**src/rtl/tfc_pkg.sv**
```systemverilog
package tfc_pkg;

  typedef enum logic [3:0] {
    VIEW_RAW     = 4'd0,
    VIEW_TAG     = 4'd1,
    VIEW_EF_WAIT = 4'd2,
    VIEW_EF_TRY  = 4'd3
  } view_e;

  localparam int TAG_DEPTH_LSB = 28;
  localparam int TAG_CNT_LSB   = 18;
  localparam int TAG_MODE_BIT  = 17;
  localparam int TAG_T_BIT     = 16;
  localparam int TAG_F_BIT     = 1;
  localparam int TAG_E_BIT     = 0;

  typedef struct packed {
    logic pop;
    logic push;
    logic rawWr;
    logic cntClear;
    logic selHead;
    logic selTag;
  } cellStrobes_t;

endpackage

```
**src/rtl/tfc_ctrl.sv**
```systemverilog
module tfc_ctrl
  import tfc_pkg::*;
#(
  parameter int DEPTH = 8,
  parameter int NTHR  = 16,
  localparam int AW   = $clog2(DEPTH),
  localparam int CNTW = AW + 1,
  localparam int TIDW = $clog2(NTHR)
) (
  input  logic             clk,
  input  logic             rstN,
  input  logic             reqValid,
  input  logic             reqWrite,
  input  logic [3:0]       reqView,
  input  logic [TIDW-1:0]  reqThread,
  input  logic             wrT,
  input  logic             wrF,
  input  logic             wrE,
  input  logic [CNTW-1:0]  fifoCount,
  output cellStrobes_t     strb,
  output logic             flagT,
  output logic             flagF,
  output logic             flagE,
  output logic             stall,
  output logic [NTHR-1:0]  wakeMask
);

  logic nxtT, nxtF, nxtE;
  logic doStall, doWake;
  logic cntZero, cntFull, cntLast, cntOne;
  logic isWait;
  logic [NTHR-1:0] blocked;
  logic [NTHR-1:0] tidBit;

  assign cntZero = (fifoCount == '0);
  assign cntOne  = (fifoCount == CNTW'(1));
  assign cntFull = (fifoCount == CNTW'(DEPTH));
  assign cntLast = (fifoCount == CNTW'(DEPTH - 1));
  assign isWait  = (reqView == VIEW_EF_WAIT);
  assign tidBit  = NTHR'(1) << reqThread;

  always_comb begin
    strb    = '0;
    nxtT    = flagT;
    nxtF    = flagF;
    nxtE    = flagE;
    doStall = 1'b0;
    doWake  = 1'b0;
    if (reqValid) begin
      case (reqView)
        VIEW_RAW: begin
          if (reqWrite) strb.rawWr = !cntZero;
          else          strb.selHead = 1'b1;
        end
        VIEW_TAG: begin
          if (reqWrite) begin
            nxtT          = wrT;
            nxtF          = wrF;
            nxtE          = wrE;
            strb.cntClear = wrE;
          end else begin
            strb.selTag = 1'b1;
          end
        end
        VIEW_EF_WAIT, VIEW_EF_TRY: begin
          if (!reqWrite) begin
            nxtF = 1'b0;
            if (isWait && flagE) begin
              doStall = 1'b1;
            end else begin
              doWake = 1'b1;
              if (!cntZero) begin
                strb.pop     = 1'b1;
                strb.selHead = 1'b1;
                if (cntOne) nxtE = 1'b1;
              end else begin
                nxtE = 1'b1;
              end
            end
          end else begin
            nxtE = 1'b0;
            if (isWait && flagF) begin
              doStall = 1'b1;
            end else begin
              doWake = 1'b1;
              if (!cntFull) begin
                strb.push = 1'b1;
                if (cntLast) nxtF = 1'b1;
              end else begin
                nxtF = 1'b1;
              end
            end
          end
        end
        default: ;
      endcase
    end
  end

  always_ff @(posedge clk) begin
    if (!rstN) begin
      flagT    <= 1'b0;
      flagF    <= 1'b0;
      flagE    <= 1'b1;
      blocked  <= '0;
      stall    <= 1'b0;
      wakeMask <= '0;
    end else begin
      flagT    <= nxtT;
      flagF    <= nxtF;
      flagE    <= nxtE;
      stall    <= doStall;
      wakeMask <= doWake ? blocked : '0;
      if (doStall)     blocked <= blocked | tidBit;
      else if (doWake) blocked <= '0;
    end
  end

endmodule

```
**src/rtl/tfc_datapath.sv**
```systemverilog
module tfc_datapath
  import tfc_pkg::*;
#(
  parameter int DEPTH = 8,
  parameter int DW    = 32,
  localparam int AW   = $clog2(DEPTH),
  localparam int CNTW = AW + 1
) (
  input  logic            clk,
  input  logic            rstN,
  input  cellStrobes_t    strb,
  input  logic [DW-1:0]   wrData,
  input  logic            flagT,
  input  logic            flagF,
  input  logic            flagE,
  output logic [CNTW-1:0] fifoCount,
  output logic [DW-1:0]   rdData
);

  localparam logic [3:0] DEPTH_CODE = 4'(AW);

  logic [AW-1:0] head;
  logic [AW-1:0] tailSlot;
  logic [AW-1:0] newestSlot;
  logic [DW-1:0] slotQ [DEPTH];
  logic [DW-1:0] tagWord;

  assign tailSlot   = head + AW'(fifoCount);
  assign newestSlot = head + AW'(fifoCount) - AW'(1);

  for (genvar g = 0; g < DEPTH; g++) begin : gSlot
    logic wrEn;
    assign wrEn = (strb.push  && (tailSlot   == AW'(g))) ||
                  (strb.rawWr && (newestSlot == AW'(g)));
    always_ff @(posedge clk) begin
      if (!rstN)     slotQ[g] <= '0;
      else if (wrEn) slotQ[g] <= wrData;
    end
  end

  always_ff @(posedge clk) begin
    if (!rstN) begin
      head      <= '0;
      fifoCount <= '0;
    end else begin
      if (strb.pop) begin
        head      <= head + AW'(1);
        fifoCount <= fifoCount - CNTW'(1);
      end else if (strb.push) begin
        fifoCount <= fifoCount + CNTW'(1);
      end else if (strb.cntClear) begin
        fifoCount <= '0;
      end
    end
  end

  always_comb begin
    tagWord                              = '0;
    tagWord[TAG_DEPTH_LSB +: 4]          = DEPTH_CODE;
    tagWord[TAG_CNT_LSB +: CNTW]         = fifoCount;
    tagWord[TAG_MODE_BIT]                = 1'b1;
    tagWord[TAG_T_BIT]                   = flagT;
    tagWord[TAG_F_BIT]                   = flagF;
    tagWord[TAG_E_BIT]                   = flagE;
  end

  always_ff @(posedge clk) begin
    if (!rstN)             rdData <= '0;
    else if (strb.selHead) rdData <= slotQ[head];
    else if (strb.selTag)  rdData <= tagWord;
    else                   rdData <= '0;
  end

endmodule

```
**src/rtl/tagged_fifo_cell.sv**
```systemverilog
module tagged_fifo_cell
  import tfc_pkg::*;
#(
  parameter int DEPTH = 8,
  parameter int DW    = 32,
  parameter int NTHR  = 16,
  localparam int AW   = $clog2(DEPTH),
  localparam int CNTW = AW + 1,
  localparam int TIDW = $clog2(NTHR)
) (
  input  logic            clk,
  input  logic            rstN,
  input  logic            reqValid,
  input  logic            reqWrite,
  input  logic [3:0]      reqView,
  input  logic [DW-1:0]   reqWdata,
  input  logic [TIDW-1:0] reqThread,
  output logic [DW-1:0]   rdData,
  output logic            stall,
  output logic [NTHR-1:0] wakeMask
);

  cellStrobes_t    strb;
  logic            flagT, flagF, flagE;
  logic [CNTW-1:0] fifoCount;

  tfc_ctrl #(.DEPTH(DEPTH), .NTHR(NTHR)) u_ctrl (
    .clk       (clk),
    .rstN      (rstN),
    .reqValid  (reqValid),
    .reqWrite  (reqWrite),
    .reqView   (reqView),
    .reqThread (reqThread),
    .wrT       (reqWdata[TAG_T_BIT]),
    .wrF       (reqWdata[TAG_F_BIT]),
    .wrE       (reqWdata[TAG_E_BIT]),
    .fifoCount (fifoCount),
    .strb      (strb),
    .flagT     (flagT),
    .flagF     (flagF),
    .flagE     (flagE),
    .stall     (stall),
    .wakeMask  (wakeMask)
  );

  tfc_datapath #(.DEPTH(DEPTH), .DW(DW)) u_dp (
    .clk       (clk),
    .rstN      (rstN),
    .strb      (strb),
    .wrData    (reqWdata),
    .flagT     (flagT),
    .flagF     (flagF),
    .flagE     (flagE),
    .fifoCount (fifoCount),
    .rdData    (rdData)
  );

endmodule

```
**config.mk**
```make
export PLATFORM = sky130hd
export DESIGN_NAME = tagged_fifo_cell
export DESIGN_NICKNAME = d
export VERILOG_FILES = /design/src/rtl/tfc_pkg.sv /design/src/rtl/tfc_ctrl.sv /design/src/rtl/tfc_datapath.sv /design/src/rtl/tagged_fifo_cell.sv
export SDC_FILE = /design/constraint.sdc
export NUM_CORES = 1
export LEC_CHECK = 0
export BUFFER_PORTS_ARGS = -buffer_cell sky130_fd_sc_hd__clkbuf_2
export CORE_ASPECT_RATIO = 0.5
export CORE_MARGIN = 2
export CORE_UTILIZATION = 65
export CTS_CLUSTER_SIZE = 25
export DETAILED_ROUTE_END_ITERATION = 12
export GPL_ROUTABILITY_DRIVEN = 0
export PLACE_DENSITY = 0.83
export REMOVE_ABC_BUFFERS = 1
export SETUP_SLACK_MARGIN = 0.05
export SKIP_LAST_GASP = 1
export SLEW_MARGIN = 20
export SYNTH_ARGS = -nofsm -noshare
export SYNTH_HDL_FRONTEND = slang
export SYNTH_HIERARCHICAL = 1
export SYNTH_SLANG_ARGS = --single-unit
```
**constraint.sdc**
```tcl
create_clock -name clk -period 12.2 [get_ports clk]
set_input_delay 2.44 -clock clk [delete_from_list [all_inputs] [get_ports clk]]
set_output_delay 2.44 -clock clk [all_outputs]
set_load 0.01 [all_outputs]
```
Word level (Yosys, flattened, before mapping)
Memory sizes are Yosys's and may differ from the RTL's. A register that Yosys moved wholly into a read port is not among the register bits. Cells that the tools add are included.

Flip-flop bits (word level): 75. Bits in latches: 0. Bits in writable memories: 256. Memory bits (read-only): 0. Input port bits: 44. Output and inout port bits: 49. Memories: 1.

Add/sub/neg operators: 5. $mul: 0. Divide/modulo/power cells: 0. Order comparisons: 0. Eq/ne operators: 25. Shift operators: 1. Mux-type cells: 79. Bitwise operators: 9. Reductions and logical operators: 39.

Memory list: u_dp.slotQ (words 8, bits a word 32, read ports 1, clocked after Yosys merged registers in 1, wr ports 8, line tfc_datapath.sv:25) `logic [DW-1:0] slotQ [DEPTH];`.

Operators with widths (number): $mux 32 (9); $mux 1 (57); $mux 16 (2); $mux 30 (1); $eq 3x3->1 const B (8); $logic_and 1x1->1 (18); $or 16x16->16 (1); $shl 1x4->16 const A (1); $eq 3x2->1 const B (4); $mux 4 (3); $reduce_and 5->1 (2); $eq 4x1->1 const B (2); $eq 4x2->1 const B (2); $logic_not 4->1 (2); $logic_or 1x1->1 (8); $ne 4x2->1 const B (2); $or 1x1->1 (8); $eq 3x1->1 const B (2); $logic_not 3->1 (2); $mux 3 (2); $mux 6 (1); $ne 3x3->1 const B (2); $pmux 1 s2 (3); $add 4x1->4 const B (1); 14 further kinds (15).

Longest topological paths before layout
Gate-level depths: netlist (run 1).

Word-level depth: 12. Mapped depth: 11.

Cells and area by module
Netlist (run 1), hierarchy kept.

By module, submodules not included: tfc_datapath (instances 1, cells an instance 874, area each 12783.5 sq um, sequential area each 8528.2 sq um); tfc_ctrl (instances 1, cells an instance 157, area each 1423.9 sq um, sequential area each 720.7 sq um).

Worst setup path before layout (run 1)
OpenSTA, ideal clock, no wires.

Path type: input to register. From: input reqView[3]. To: memory u_dp.slotQ[4][0], enable pin. Data arrival time: 5988 ps. Slack: 5746 ps. Stages: 5. Cells stage by stage: or4b_4 -> nor4_1 -> mux2_2 -> nand2_2 -> o21ai_0.

RTL lines: start: declaration (line tagged_fifo_cell.sv:15) `input logic [3:0] reqView,`; end: declaration (line tfc_datapath.sv:25).

==> results.sh, run 1 <==
export IMPL_synth_seq_cells=334
export IMPL_ys_warn_count=6
export IMPL_cp_start_kind="input pin"
export IMPL_tightest_slew_ns=1.042
export IMPL_synth_most_common_cell="edfxtp_1"
export IMPL_end_kind="flop"
export IMPL_timing_rr_start="u_dp/fifoCount[0]"
export IMPL_critical_path_required_ns=12.44
export IMPL_diodes=0
export IMPL_wirelength_mm=32.91
export IMPL_max_freq_ghz=0.1854
export IMPL_critical_path_top_delay_family="simple AND/OR/NAND/NOR gates"
export IMPL_boundaryPins=93
export IMPL_fin_util=0.7330
export IMPL_synthTopCellsByArea="edfxtp_1 54%, dfxtp_1 11%, mux4_2 8.6%"
export IMPL_syn_avg_cell_area_sq_um=13.78
export IMPL_dr_first_iter_drc_count=1025
export IMPL_grt_use_total=0.2973
export IMPL_initial_utilization=0.6596
export IMPL_synth_top_area_share=0.5411
export IMPL_slew_violations=0
export IMPL_cts_buffers=29
export IMPL_slowest_delay_ns=0.81
export IMPL_min_period_ns=5.395
export IMPL_die_h_microns=108.5
export IMPL_clkSlewWorstSetupHoldPaths_ns=0.07
export IMPL_hold_violations=0
export IMPL_numPlacedInstances=1378
export IMPL_rows=38
export IMPL_vias_per_cell=6.204
export IMPL_synthCells=1031
export IMPL_syn_cell_area_sq_um=14210
export IMPL_synth_seq_area_share=0.6510
export IMPL_clk_latency_ns=0.56
export IMPL_reg2reg_to="u_dp/slotQ[7][0]"
export IMPL_r2r_setup_slack_ns=8.57
export IMPL_path_cells="clkbuf_2 -> and4bb_4 -> a21boi_1 -> and3_1 -> nand2_1 -> o21ai_0 -> nand2b_1 -> buf_4 -> nand2_1 -> buf_4"
export IMPL_crit_arrival_ns=5.64
export IMPL_dieWidth_microns=213.1
export IMPL_yosys_area_top_type="edfxtp_1"
export IMPL_ir_drop_mv=0.1235
export IMPL_maxSlewHeadroom=0.3037
export IMPL_ff2ff_path_depth=7
export IMPL_drv_cap=0
export IMPL_grt_ovfl_total=0
export IMPL_post_dp_hpwl_mm=19.27
export IMPL_post_dp_cell_area_sq_um=14830
export IMPL_synth_edf_count=256
export IMPL_core_sq_um=21540
export IMPL_holdCritPathClass="reg2reg"
export IMPL_ant_nets=0
export IMPL_post_layout_nonfiller_instances=1432
export IMPL_vias=8884
export IMPL_area_growth_pct=11.11
export IMPL_worst_path_buf_inv=3
export IMPL_htreeDepth=1
export IMPL_crit_path_top_delay_cell="nand2_1"
export IMPL_ys_types=60
export IMPL_rsz0062_at_grt="no"
export IMPL_critPathKind="in2reg"
export IMPL_tritoncts="built"
export IMPL_grt_first_pass_wirelength_mm=50.62
export IMPL_path_max_fanout=33
export IMPL_synth_common_cells="256 x edfxtp_1, 188 x nor2_1, 105 x and2_1, 78 x dfxtp_1, 70 x nand2_1"
export IMPL_drc=0
export IMPL_design_area_sq_um=15790
export IMPL_cts_repair_resized=0
export IMPL_root_buffer="clkbuf_16"
export IMPL_portBuffers=92
export IMPL_first_pass_iters=5
export IMPL_clock_sinks=334
export IMPL_crit_start="reqView[2]"
export IMPL_postCtsHoldBufs=0
export IMPL_synthArstFlopShare=0
export IMPL_synthFlopType="edfxtp_1"
export IMPL_drive_above_1_share=0.2332
export IMPL_antenna_found_initial=0
export IMPL_finalSetupTns_ns=0
export IMPL_crit_end="u_dp/slotQ[1][18]"
export IMPL_setup_viol=0
export IMPL_cts_path_max_buffers=3
export IMPL_post_cts_buffers=0
export IMPL_finalCritPeriodShare=0.4422
export IMPL_p_leak_nw=5.608
export IMPL_path_depth=10
export IMPL_wl_per_cell_microns=22.98
export IMPL_power_density_nw_per_um2=143.3
export IMPL_grt_pass1_vias=8919
export IMPL_nets=1158
export IMPL_grt_max_degree=60
export IMPL_dieArea_sq_um=23130
export IMPL_skew_ns=0.01369
export IMPL_status="completed"
## kinds of logic (layout without fill, tap and decap cells)
group / after synthesis / in the layout / share of synthesized area
buffers and inverters: 69 / 170 / 0.02941
AO/OA/AOI/OAI: 59 / 59 / 0.02704
multiplexers: 103 / 103 / 0.1222
adder cells (fa/ha/maj): 5 / 5 / 0.004932
flip-flops: 334 / 334 / 0.6510
XOR/XNOR: 5 / 5 / 0.004227
AND/OR/NAND/NOR: 456 / 456 / 0.1612
## routing by layer
layer  share of wire  global-route usage
met1            0.39              0.4078
met2            0.49              0.4940
met3            0.10             0.05867
met4           0.023             0.08342
met5               0                   0
## how the worst min path moves through the flow
stage / from / end / slack, ns / cells past startpoint
3_5_place_dp: u_ctrl/blocked[14] / u_ctrl/wakeMask[14] / 0.43 / 2
3_3_place_gp: u_ctrl/blocked[0] / u_ctrl/wakeMask[0] / 0.43 / 2
6_report: u_ctrl/blocked[4] / u_ctrl/wakeMask[4] / 0.44 / 2
2_1_floorplan: u_ctrl/blocked[0] / u_ctrl/wakeMask[0] / 0.42 / 2
5_1_grt: u_ctrl/blocked[3] / u_ctrl/wakeMask[3] / 0.46 / 2
4_1_cts: u_ctrl/blocked[4] / u_ctrl/wakeMask[4] / 0.45 / 2
## registers in the layout, indices dropped and copies added, names as in the netlist, named ones only
| name | count |
|---|---|
| u_ctrl/flagT | 1 |
| u_dp/fifoCount | 4 |
| u_dp/head | 3 |
| u_dp/slotQ | 256 |
| u_ctrl/flagE | 1 |
| u_ctrl/wakeMask | 16 |
| u_dp/rdData | 32 |
| u_ctrl/flagF | 1 |
| u_ctrl/blocked | 16 |
| u_ctrl/stall | 1 |
## per-stage QoR
stage / setup slack [ns] / total power, mW / hold slack, ns
2_1_floorplan: 5.722 / 1.324 / 0.4184
3_3_place_gp: 6.470 / 1.363 / 0.4309
3_5_place_dp: 6.334 / 1.368 / 0.4321
4_1_cts: 6.918 / 2.267 / 0.4460
5_1_grt: 6.630 / 2.319 / 0.4604
6_report: 6.805 / 2.262 / 0.4446
## worst reg2reg max path: cells and delay by family, from the launching register on
kind / cells / cell delay, ns
simple gates: 2 / 1.10
fa+ha+maj: 2 / 0.80
buf+inv: 2 / 0.71
flops: 1 / 0.56
mux: 1 / 0.12
## where the power goes
part	internal, mW	switching, mW	leakage [nW]
clock network	0.499	0.417	0.471
logic	0.0255	0.0579	1.86
registers	1.25	0.0117	3.27
## area by class of cell
class | count | area (sq um)
clock buffer | 36 | 814.5
tap | 300 | 375.4
fill | 1318 | 5752
sequential | 334 | 9255
clock inverter | 18 | 137.6
timing repair buffer | 110 | 595.6
inverter | 6 | 22.52
multi-input combinational | 628 | 4586
## layout by cell type (no fill, tap or decap), drive strengths merged, types with 2 or more instances in the layout
cell / instances
inv: 7
clkbuf: 128
nand3: 16
a32oi: 6
and3: 2
nor3b: 4
clkinv: 13
o21ai: 11
nand2b: 8
a21oi: 20
a211oi: 4
a21o: 3
nor4: 3
dfxtp: 78
mux2i: 48
nor3: 8
clkinvlp: 3
ha: 4
edfxtp: 256
and3b: 2
nor2: 192
or4b: 2
o2111ai: 2
mux4: 54
a22oi: 7
xnor2: 3
and2: 130
buf: 18
nand2: 71
nor2b: 7
nand4: 5
Power figures use the tool's default switching activity.
==> run 2, diff against run 1 <==
--- a/config.mk
+++ b/config.mk
@@ -8,11 +8,11 @@
 export BUFFER_PORTS_ARGS = -buffer_cell sky130_fd_sc_hd__clkbuf_2
 export CORE_ASPECT_RATIO = 0.5
 export CORE_MARGIN = 2
-export CORE_UTILIZATION = 65
+export CORE_UTILIZATION = 60
 export CTS_CLUSTER_SIZE = 25
 export DETAILED_ROUTE_END_ITERATION = 12
 export GPL_ROUTABILITY_DRIVEN = 0
-export PLACE_DENSITY = 0.83
+export PLACE_DENSITY = 0.77
 export REMOVE_ABC_BUFFERS = 1
 export SETUP_SLACK_MARGIN = 0.05
 export SKIP_LAST_GASP = 1
==> constraint.sdc (replaced) <==
create_clock -name clk -period 5.63 [get_ports clk]
set_input_delay 1.126 -clock clk [delete_from_list [all_inputs] [get_ports clk]]
set_output_delay 1.126 -clock clk [all_outputs]
set_load 0.01 [all_outputs]
==> run 2 against run 1 <==
The flow now finishes with violations (design-rule violations). Global-route usage is 3.2 points lower. Critical path depth is 2 lower. Critical path type unchanged. Largest power group unchanged. Worst hold slack better by 0.0017 ns. Sequential share of layout area is 0.26 points lower. Via count is 1.4% lower. Largest cell class unchanged. Highest routed layer unchanged. Combinational power is 120% higher. Die area is 8.1% higher. Total power is 120% higher. Register-to-register slack worse by 6.6 ns.
==> results.sh, run 2 (same netlist as run 1, synthesis figures left out) <==
export IMPL_largestRegisters="u_dp/slotQ (256), u_dp/rdData (32)"
export IMPL_regMostFlops="u_dp/slotQ"
export IMPL_grt_max_degree=60
export IMPL_largest_register_ffs=256
export IMPL_wirelength_mm=32.41
export IMPL_diodes=0
export IMPL_critical_path_required_ns=5.90
export IMPL_ant_nets=0
export IMPL_vias=8757
export IMPL_seqCellArea_sq_um=9255
export IMPL_boundaryPins=93
export IMPL_clock_sinks=334
export IMPL_die_h_microns=112.8
export IMPL_htreeDepth=1
export IMPL_layout_setup_ws_ns=1.532
export IMPL_crit_end="u_dp/slotQ[3][7]"
export IMPL_holdCritPathClass="reg2reg"
export IMPL_r2r_setup_slack_ns=1.93
export IMPL_violations="design-rule violations"
export IMPL_max_freq_ghz=0.2440
export IMPL_drive_above_1_share=0.2295
export IMPL_path_cells="clkbuf_2 -> or4b_4 -> nor4_1 -> nor3b_1 -> mux2i_4 -> buf_16 -> nand2_1 -> buf_12"
export IMPL_ff2ff_path_depth=7
export IMPL_final_common_cell="edfxtp_1"
export IMPL_dieArea_sq_um=25000
export IMPL_setup_viol=0
export IMPL_drv_cap=0
export IMPL_p_leak_nw=5.633
export IMPL_reg2reg_to="u_dp/slotQ[3][7]"
export IMPL_antenna_found_initial=0
export IMPL_rsz0062_at_grt="no"
export IMPL_fill_cells=1573
export IMPL_dr_first_iter_drc_count=949
export IMPL_maxSlewHeadroom=0.3022
export IMPL_status="finished with violations"
export IMPL_clkSlewWorstSetupHoldPaths_ns=0.07
export IMPL_area_growth_pct=11.61
export IMPL_nets=1159
export IMPL_post_dp_cell_area_sq_um=14850
export IMPL_cp_start_kind="input pin"
export IMPL_final_cell_mix="256 x edfxtp_1, 188 x nor2_1, 105 x and2_1"
export IMPL_multi_input_area_sq_um=4586
export IMPL_critPathKind="in2reg"
export IMPL_fin_util=0.6885
export IMPL_post_dp_hpwl_mm=19.07
export IMPL_power_density_nw_per_um2=310.0
export IMPL_tritoncts="built"
export IMPL_first_pass_iters=10
export IMPL_path_depth=8
export IMPL_ir_drop_mv=0.2160
export IMPL_crit_arrival_ns=4.36
export IMPL_tightest_slew_ns=1.044
export IMPL_grt_use_total=0.2654
export IMPL_dieWidth_microns=221.6
export IMPL_finalCritPeriodShare=0.7279
export IMPL_grt_ovfl_total=0
export IMPL_post_cts_buffers=0
export IMPL_core_sq_um=23030
export IMPL_slowest_delay_ns=0.61
export IMPL_rows=39
export IMPL_hold_violations=0
export IMPL_design_area_sq_um=15860
export IMPL_portBuffers=92
export IMPL_slew_violations=0
export IMPL_path_max_fanout=20
export IMPL_skew_ns=0.01443
export IMPL_crit_start="reqView[3]"
export IMPL_crit_path_top_delay_cell="nor3b_1"
export IMPL_root_buffer="clkbuf_16"
export IMPL_critical_path_top_delay_family="simple AND/OR/NAND/NOR gates"
export IMPL_timing_rr_start="u_dp/fifoCount[0]"
export IMPL_wl_per_cell_microns=22.50
export IMPL_drc=1
export IMPL_clk_latency_ns=0.56
export IMPL_finalSetupTns_ns=0
export IMPL_grt_pass1_vias=9083
export IMPL_pre_cts_ws_ns=0.9717
export IMPL_cts_buffers=29
export IMPL_cts_path_max_buffers=3
export IMPL_end_kind="flop"
export IMPL_holdWs_ns=0.4464
export IMPL_cts_repair_resized=0
export IMPL_initial_utilization=0.6169
export IMPL_vias_per_cell=6.081
export IMPL_min_period_ns=4.098
export IMPL_grt_first_pass_wirelength_mm=50.63
export IMPL_postCtsHoldBufs=0
export IMPL_worst_path_buf_inv=3
-- run 2: worst reg2reg max path: stages, from the launching register on --
cell and delay [ns]:
dfxtp_1 0.54, ha_1 0.23, fa_1 0.56, nor3b_1 0.61, mux2i_4 0.38, buf_16 0.27, nand2_1 0.54, buf_12 0.27
-- run 2: worst min path at each step --
stage                        from             endpoint  slack [ns]  depth (start not counted)
2_1_floorplan   u_ctrl/blocked[0]   u_ctrl/wakeMask[0]        0.42                          2
3_3_place_gp   u_ctrl/blocked[13]  u_ctrl/wakeMask[13]        0.43                          2
3_5_place_dp    u_ctrl/blocked[3]   u_ctrl/wakeMask[3]        0.43                          2
4_1_cts         u_ctrl/blocked[3]   u_ctrl/wakeMask[3]        0.45                          2
5_1_grt         u_ctrl/blocked[0]   u_ctrl/wakeMask[0]        0.47                          2
6_report        u_ctrl/blocked[3]   u_ctrl/wakeMask[3]        0.45                          2
-- run 2: power by group --
part | leakage [nW] | internal (mW) | switching [mW]
sequential | 3.27 | 2.71 | 0.0231
clock | 0.467 | 1.11 | 0.892
combinational | 1.89 | 0.0566 | 0.125
total | 5.63 | 3.88 | 1.04
-- run 2: layout make-up --
cell class	count	share of cell area
clock buffers	38	0.05113
clock inverters	16	0.008995
inverters	6	0.001420
multi-input cells	628	0.2892
flip-flops and latches	334	0.5837
well taps	307	0.02422
repair buffers	111	0.04135
-- run 2: layer usage --
| metal | vias up | part of all wire | routed length, microns | GRT usage |
|---|---|---|---|---|
| met4 | 0 | 0.015 | 493 | 0.06306 |
| met2 | 453 | 0.48 | 15550 | 0.4365 |
| met5 | - | 0 | 0 | 0 |
| met3 | 51 | 0.091 | 2939 | 0.05012 |
| met1 | 4376 | 0.41 | 13430 | 0.3748 |
| li1 | 3877 | - | - | - |
-- run 2: metrics by stage --
stage	cells	total power, mW
after floorplan	968	2.870
after global placement	1384	2.955
after detailed placement	1384	2.964
after CTS	1438	4.934
after global routing	1440	5.057
final	1440	4.916
